## config.mk

```make
export PLATFORM = sky130hd
export DESIGN_NAME = page_commit_buf
export DESIGN_NICKNAME = d
export VERILOG_FILES = /design/src/rtl/page_commit_pkg.sv /design/src/rtl/page_commit_dp.sv /design/src/rtl/page_commit_ctrl.sv /design/src/rtl/page_commit_buf.sv
export SDC_FILE = /design/constraint.sdc
export NUM_CORES = 1
export LEC_CHECK = 0
export ABC_AREA = 0
export BUFFER_PORTS_ARGS = -buffer_cell sky130_fd_sc_hd__buf_2
export CORE_MARGIN = 4
export CORE_UTILIZATION = 48
export DETAILED_ROUTE_END_ITERATION = 7
export GPL_TIMING_DRIVEN = 0
export PLACE_DENSITY = 0.68
export SLEW_MARGIN = 20
export SYNTH_ARGS = -nofsm -noshare
export SYNTH_HDL_FRONTEND = slang
export SYNTH_SLANG_ARGS = --single-unit
```

## constraint.sdc

```tcl
create_clock -name clk -period 2.3 [get_ports clk]
set_input_delay 0.115 -clock clk [delete_from_list [all_inputs] [get_ports clk]]
set_output_delay 0.115 -clock clk [all_outputs]
set_load 0.01 [all_outputs]
```

## src/rtl/page_commit_pkg.sv

```systemverilog
package page_commit_pkg;
  localparam int PAGE_BYTES = 16;
  localparam int SLOT_W     = $clog2(PAGE_BYTES);

  typedef struct packed {
    logic              loadBase;   // latch base, clear valid bits
    logic              capture;    // store a data byte, advance pointer
    logic              latchProt;  // sample write-protect at commit
    logic              sweepEn;    // commit sweep active
    logic [SLOT_W-1:0] sweepIdx;   // slot being committed
  } strobe_t;
endpackage

```

## src/rtl/page_commit_dp.sv

```systemverilog
module page_commit_dp
  import page_commit_pkg::*;
#(
  parameter int ADDR_W = 8,
  parameter int DATA_W = 8
) (
  input  logic              clk,
  input  logic              rstN,
  input  strobe_t           strobes,
  input  logic [ADDR_W-1:0] wrBase,
  input  logic [DATA_W-1:0] byteData,
  input  logic              wpIn,
  output logic              anyValid,
  output logic              memWe,
  output logic [ADDR_W-1:0] memAddr,
  output logic [DATA_W-1:0] memData
);
  localparam int HI_W = ADDR_W - SLOT_W;

  logic [DATA_W-1:0]     pageBuf [PAGE_BYTES];
  logic [PAGE_BYTES-1:0] validBits;
  logic [HI_W-1:0]       baseHi;
  logic [SLOT_W-1:0]     slotPtr;
  logic                  protLatched;

  always_ff @(posedge clk) begin
    if (!rstN) begin
      validBits   <= '0;
      baseHi      <= '0;
      slotPtr     <= '0;
      protLatched <= 1'b0;
    end else begin
      if (strobes.loadBase) begin
        validBits <= '0;
        baseHi    <= wrBase[ADDR_W-1:SLOT_W];
        slotPtr   <= wrBase[SLOT_W-1:0];
      end else if (strobes.capture) begin
        validBits[slotPtr] <= 1'b1;
        slotPtr            <= slotPtr + 1'b1;
      end
      if (strobes.latchProt)
        protLatched <= wpIn & baseHi[HI_W-1];
    end
  end

  generate
    for (genvar g = 0; g < PAGE_BYTES; g++) begin : g_slot
      always_ff @(posedge clk) begin
        if (strobes.capture && !strobes.loadBase && slotPtr == SLOT_W'(g))
          pageBuf[g] <= byteData;
      end
    end
  endgenerate

  assign anyValid = |validBits;
  assign memWe    = strobes.sweepEn & validBits[strobes.sweepIdx] & ~protLatched;
  assign memAddr  = {baseHi, strobes.sweepIdx};
  assign memData  = pageBuf[strobes.sweepIdx];

  // captured state is frozen while the commit sweep runs
  a_r9_frozen_in_sweep: assert property (@(posedge clk) disable iff (!rstN)
    strobes.sweepEn |=> $stable(validBits));
  // a fresh start leaves no captured byte behind
  a_r2_start_clears: assert property (@(posedge clk) disable iff (!rstN)
    strobes.loadBase |=> !anyValid);
endmodule

```

## src/rtl/page_commit_ctrl.sv

```systemverilog
module page_commit_ctrl
  import page_commit_pkg::*;
#(
  parameter int WRITE_CYCLES = 2500000
) (
  input  logic    clk,
  input  logic    rstN,
  input  logic    wrStart,
  input  logic    byteValid,
  input  logic    stopSeen,
  input  logic    anyValid,
  output strobe_t strobes,
  output logic    busy
);
  localparam int CNT_W = $clog2(WRITE_CYCLES + 1);
  localparam logic [CNT_W-1:0] LAST_CNT = CNT_W'(WRITE_CYCLES - 1);

  typedef enum logic [1:0] {S_IDLE, S_COLLECT, S_BUSY} state_t;
  state_t            state;
  logic [CNT_W-1:0]  cnt;

  always_ff @(posedge clk) begin
    if (!rstN) begin
      state <= S_IDLE;
      cnt   <= '0;
    end else begin
      case (state)
        S_IDLE:    if (wrStart) state <= S_COLLECT;
        S_COLLECT: if (stopSeen) begin
                     state <= anyValid ? S_BUSY : S_IDLE;
                     cnt   <= '0;
                   end
        S_BUSY:    if (cnt == LAST_CNT) state <= S_IDLE;
                   else cnt <= cnt + 1'b1;
        default:   state <= S_IDLE;
      endcase
    end
  end

  always_comb begin
    strobes           = '0;
    strobes.loadBase  = wrStart & (state != S_BUSY);
    strobes.capture   = byteValid & ~stopSeen & (state == S_COLLECT);
    strobes.latchProt = stopSeen & (state == S_COLLECT);
    strobes.sweepEn   = (state == S_BUSY) && (cnt < CNT_W'(PAGE_BYTES));
    strobes.sweepIdx  = cnt[SLOT_W-1:0];
  end

  assign busy = (state == S_BUSY);

  // busy is held until the full interval has elapsed
  a_r6_busy_hold: assert property (@(posedge clk) disable iff (!rstN)
    (busy && cnt != LAST_CNT) |=> busy);
  // an empty write never opens a programming interval
  a_r7_empty_no_busy: assert property (@(posedge clk) disable iff (!rstN)
    (state == S_COLLECT && stopSeen && !anyValid) |=> !busy);
endmodule

```

## src/rtl/page_commit_buf.sv

```systemverilog
module page_commit_buf
  import page_commit_pkg::*;
#(
  parameter int ADDR_W       = 8,
  parameter int DATA_W       = 8,
  parameter int WRITE_CYCLES = 2500000
) (
  input  logic              clk,
  input  logic              rstN,
  input  logic              wrStart,
  input  logic [ADDR_W-1:0] wrBase,
  input  logic              byteValid,
  input  logic [DATA_W-1:0] byteData,
  input  logic              stopSeen,
  input  logic              wpIn,
  output logic              busy,
  output logic              memWe,
  output logic [ADDR_W-1:0] memAddr,
  output logic [DATA_W-1:0] memData
);
  strobe_t strobes;
  logic    anyValid;

  page_commit_ctrl #(.WRITE_CYCLES(WRITE_CYCLES)) u_ctrl (
    .clk(clk), .rstN(rstN), .wrStart(wrStart), .byteValid(byteValid),
    .stopSeen(stopSeen), .anyValid(anyValid), .strobes(strobes), .busy(busy)
  );

  page_commit_dp #(.ADDR_W(ADDR_W), .DATA_W(DATA_W)) u_dp (
    .clk(clk), .rstN(rstN), .strobes(strobes), .wrBase(wrBase),
    .byteData(byteData), .wpIn(wpIn), .anyValid(anyValid),
    .memWe(memWe), .memAddr(memAddr), .memData(memData)
  );

  // no array strobe outside the busy interval
  a_r1_we_in_busy: assert property (@(posedge clk) disable iff (!rstN)
    memWe |-> busy);
  // consecutive strobes of one commit share the page bits
  a_r3_page_fixed: assert property (@(posedge clk) disable iff (!rstN)
    (memWe && $past(memWe)) |->
      memAddr[ADDR_W-1:SLOT_W] == $past(memAddr[ADDR_W-1:SLOT_W]));
endmodule

```

==> impl_results.md <==
* Max Freq at around 420 MHz
* Static Leak at 3.05 nW
* PnR worst setup slack at -0.0578 ns
* Full die area at roughly 18000 sq um
* Finish-stage setup viols at 7
* Clock buffer count from CTS at 17
* Post-Syn Nets at about 530
* Setup crit end kind: output port
* Relative slew slack at 0.469
* CTS tree: yes
* Final Hold Fails at 0
* Routed WL at between 15000 and 20000 um
* Seq cells post-synth at 181
* Worst-path clk slew at roughly 0.070 ns
* Core Footprint at 15300 sq um
* Worst-Skew Late Latency at about 0.43 ns
* Main flop type after synthesis: edfxtp_1
* Vias/cell at about 5.7
* Iter 0 DRT Violations at 371
* DR pass1 iterations at 5
* Final ANT Viol Nets at 0
* Via Count at between 4000 and 5000
* P&R area growth vs syn at 21.8%
* Startpoint type of the worst setup path: flop
* # Max-Cap Violations at 0
* CP delay by family, top: multiplexers
* Critical path class: reg2out
* Slew at the pin closest to its max-slew limit at 0.796 ns
* Setup TNS Final at -0.230 ns
* Asr flop ratio synth at 0
* Final critical-path share of the clock period at 1.03
* Status: finished, violations left
* Post-synth EDFFs at about 130
* Slowest stage cell on the critical path: mux4_2
* First-pass GRT wire length at ~26000 um
* Cell taking the most area after synthesis: edfxtp_1
* Buf+Inv Stages, Crit Path at 2
* Hold/Removal Path Class: in2reg
* Largest net degree at the start of global routing at 18
* Sink Count at around 180
* Gr ovfl total at 0
* Synth top area cells: edfxtp_1, dfxtp_1, mux4_2
* Tot GR Track Use at 0.192
* Peak VDD IR at roughly 0.52 mV
* Ant. Diodes at 0
* Failing checks: negative setup slack
* Slew Limit Fails at 0
* Post-DP HPWL at around 11000 um
* Dpl cells at approximately 750
* IO Count at 40
* Layout cell share with drive strength beyond 1 at 0.318
* Chip height at 133 um
* Final cell count without fillers at around 800
* Mean Syn Cell Area at about 15 sq um
* Initial Util at 0.492
* Top cells by count, synth: edfxtp_1, dfxtp_1, mux4_2
* Min Clock Period, post-route at around 2.4 ns
* CP cell instances: buf_12 > mux4_2 > mux4_2 > buf_6
* Worst path max stage delay at around 0.55 ns
* Syn. warnings at 0
* CTS max path bufs at 2
* Design area at 9140 sq um
* Final Total Pwr at 6.39 mW
* Worst Skew at between 0.007 and 0.008 ns
* Pre-CTS WS at -0.481 ns
* Cell area after synthesis at between 7000 and 8000 sq um
* DR DRC count at 0
* Vias in the first global route at roughly 4600
* Most common cell in the netlist: edfxtp_1
* Synth cell types at 53
* Sequential element share of the synthesized area at 0.654
* DR WL/cell at approximately 20 um
* Buffers added on ports at 39
* Synth top area share at 0.513
* Crit Path Max Fanout at 10
* Final #Nets at 615
* Die W at approximately 130 um
* Cells after synthesis at ~500
* Number of cell rows at 45
* Initial antenna violation count at 0
* # H-tree levels at 4
* Most frequent CP cell: mux4_2
* Root Buffer: clkbuf_16
* Post-placement cell area at about 8000 sq um
* Worst Path Required at 2.18 ns
* PwrDens at between 600 and 700 nW/um^2
* GP Congestion at ~0.90
* Unrepaired setup endpoints after global routing: yes
* WP data arrival at ~2.2 ns
## final cells by class
cell class | count | area [sq um]
Buffer | 31 | 220
Tap cell | 211 | 264
Clock buffer | 17 | 425
Inverter | 9 | 33.8
Clock inverter | 15 | 119
Timing Repair Buffer | 70 | 597
Sequential cell | 181 | 4910
Multi-Input combinational cell | 278 | 2570
Fill cell | 1149 | 6120
## registers in the layout (all words and copies together) (netlist names), named ones only
register	flops
u_ctrl.cnt	22
u_dp.pageBuf	128
u_dp.validBits	16
u_dp.baseHi	4
u_dp.slotPtr	4
u_dp.protLatched	1
u_ctrl.state	2
## metrics by stage
stage / utilization / hold slack, ns
3_3_place_gp: 0.522 / 0.355
4_1_cts: 0.586 / 0.0514
2_1_floorplan: - / 0.214
6_report: 0.599 / 0.0616
5_1_grt: 0.599 / 0.0752
3_5_place_dp: 0.523 / 0.366
## per-layer routing
| metal | track usage | share of wire | vias to the layer above |
|---|---|---|---|
| met4 | 0.0716 | 0.022 | 0 |
| met3 | 0.0380 | 0.056 | 31 |
| met2 | 0.316 | 0.52 | 180 |
| met5 | 0 | 0 | - |
| met1 | 0.256 | 0.41 | 2304 |
| li1 | - | - | 2137 |
## logic make-up after synthesis
kind of cell	Yosys count	synth area share
compound gates	72	0.0626
xor+xnor	5	0.00584
fa+ha+maj	5	0.00834
buf+inv	42	0.0255
flops	181	0.654
mux	52	0.145
simple gates	144	0.0988
## tightest hold or removal path, stage by stage
cell and delay (ns):
buf_2 0.07, nand2_1 0.04, o21ai_0 0.12, and2_1 0.11
## layout by cell type (no fill, tap or decap), types with 3 or more instances in the layout
cell           synthesis  final
clkbuf_4               0      3
inv_1                  9      9
nand3_1               16     16
a21o_1                 3      3
buf_4                  4     17
buf_2                  9     37
clkinv_2               0      3
o211a_1                5      5
nand4_1                9      9
inv_6                  0      7
nand2_2                1      4
a21oi_1               25     25
clkbuf_16              0     17
nor3_1                 7      3
edfxtp_1             128    128
xor2_1                 3      3
dlygate4sd3_1          0     10
mux2i_1                7      7
o21ai_0               11     11
and2_1                 6      6
buf_6                  1      8
ha_1                   5      4
dfxtp_1               53     51
nor2_4                 0     12
nand2b_1               3      3
clkbuf_2               0      3
mux4_2                44     45
nand2_1               27     24
a21boi_0               3      3
nor4_1                 8      7
clkbuf_1              17      9
nor2b_1                7      7
nor2_1                43     31
a31oi_1                9      9
o21ai_1                3      3
nor3_4                 0      4
buf_12                 0     11
## repair_timing
action,CTS,global route
hold endpoints to repair,9,0
cloned,0,0
setup buffers,11,10
hold buffers,10,0
resized for setup,61,11
setup endpoints to repair,143,113
pin swaps,6,4
## where the power goes
group / switching (mW) / leakage [nW] / internal [mW]
Clock: 1.27 / 0.271 / 1.41
Sequential: 0.0146 / 1.58 / 3.49
Combinational: 0.129 / 1.20 / 0.0706
Total: 1.42 / 3.05 / 4.98
## worst paths after layout
path         slack (ns)              start  cells past startpoint                  to
max               -0.06               flop                      4          memData[2]
min                0.06               wpIn                      4    u_dp.protLatched
min reg2reg        0.51  u_dp.validBits[3]                      2   u_dp.validBits[3]
max reg2reg           0    u_ctrl.state[0]                      7  u_dp.pageBuf[1][4]
No activity file was read; power rests on OpenSTA's default activity.
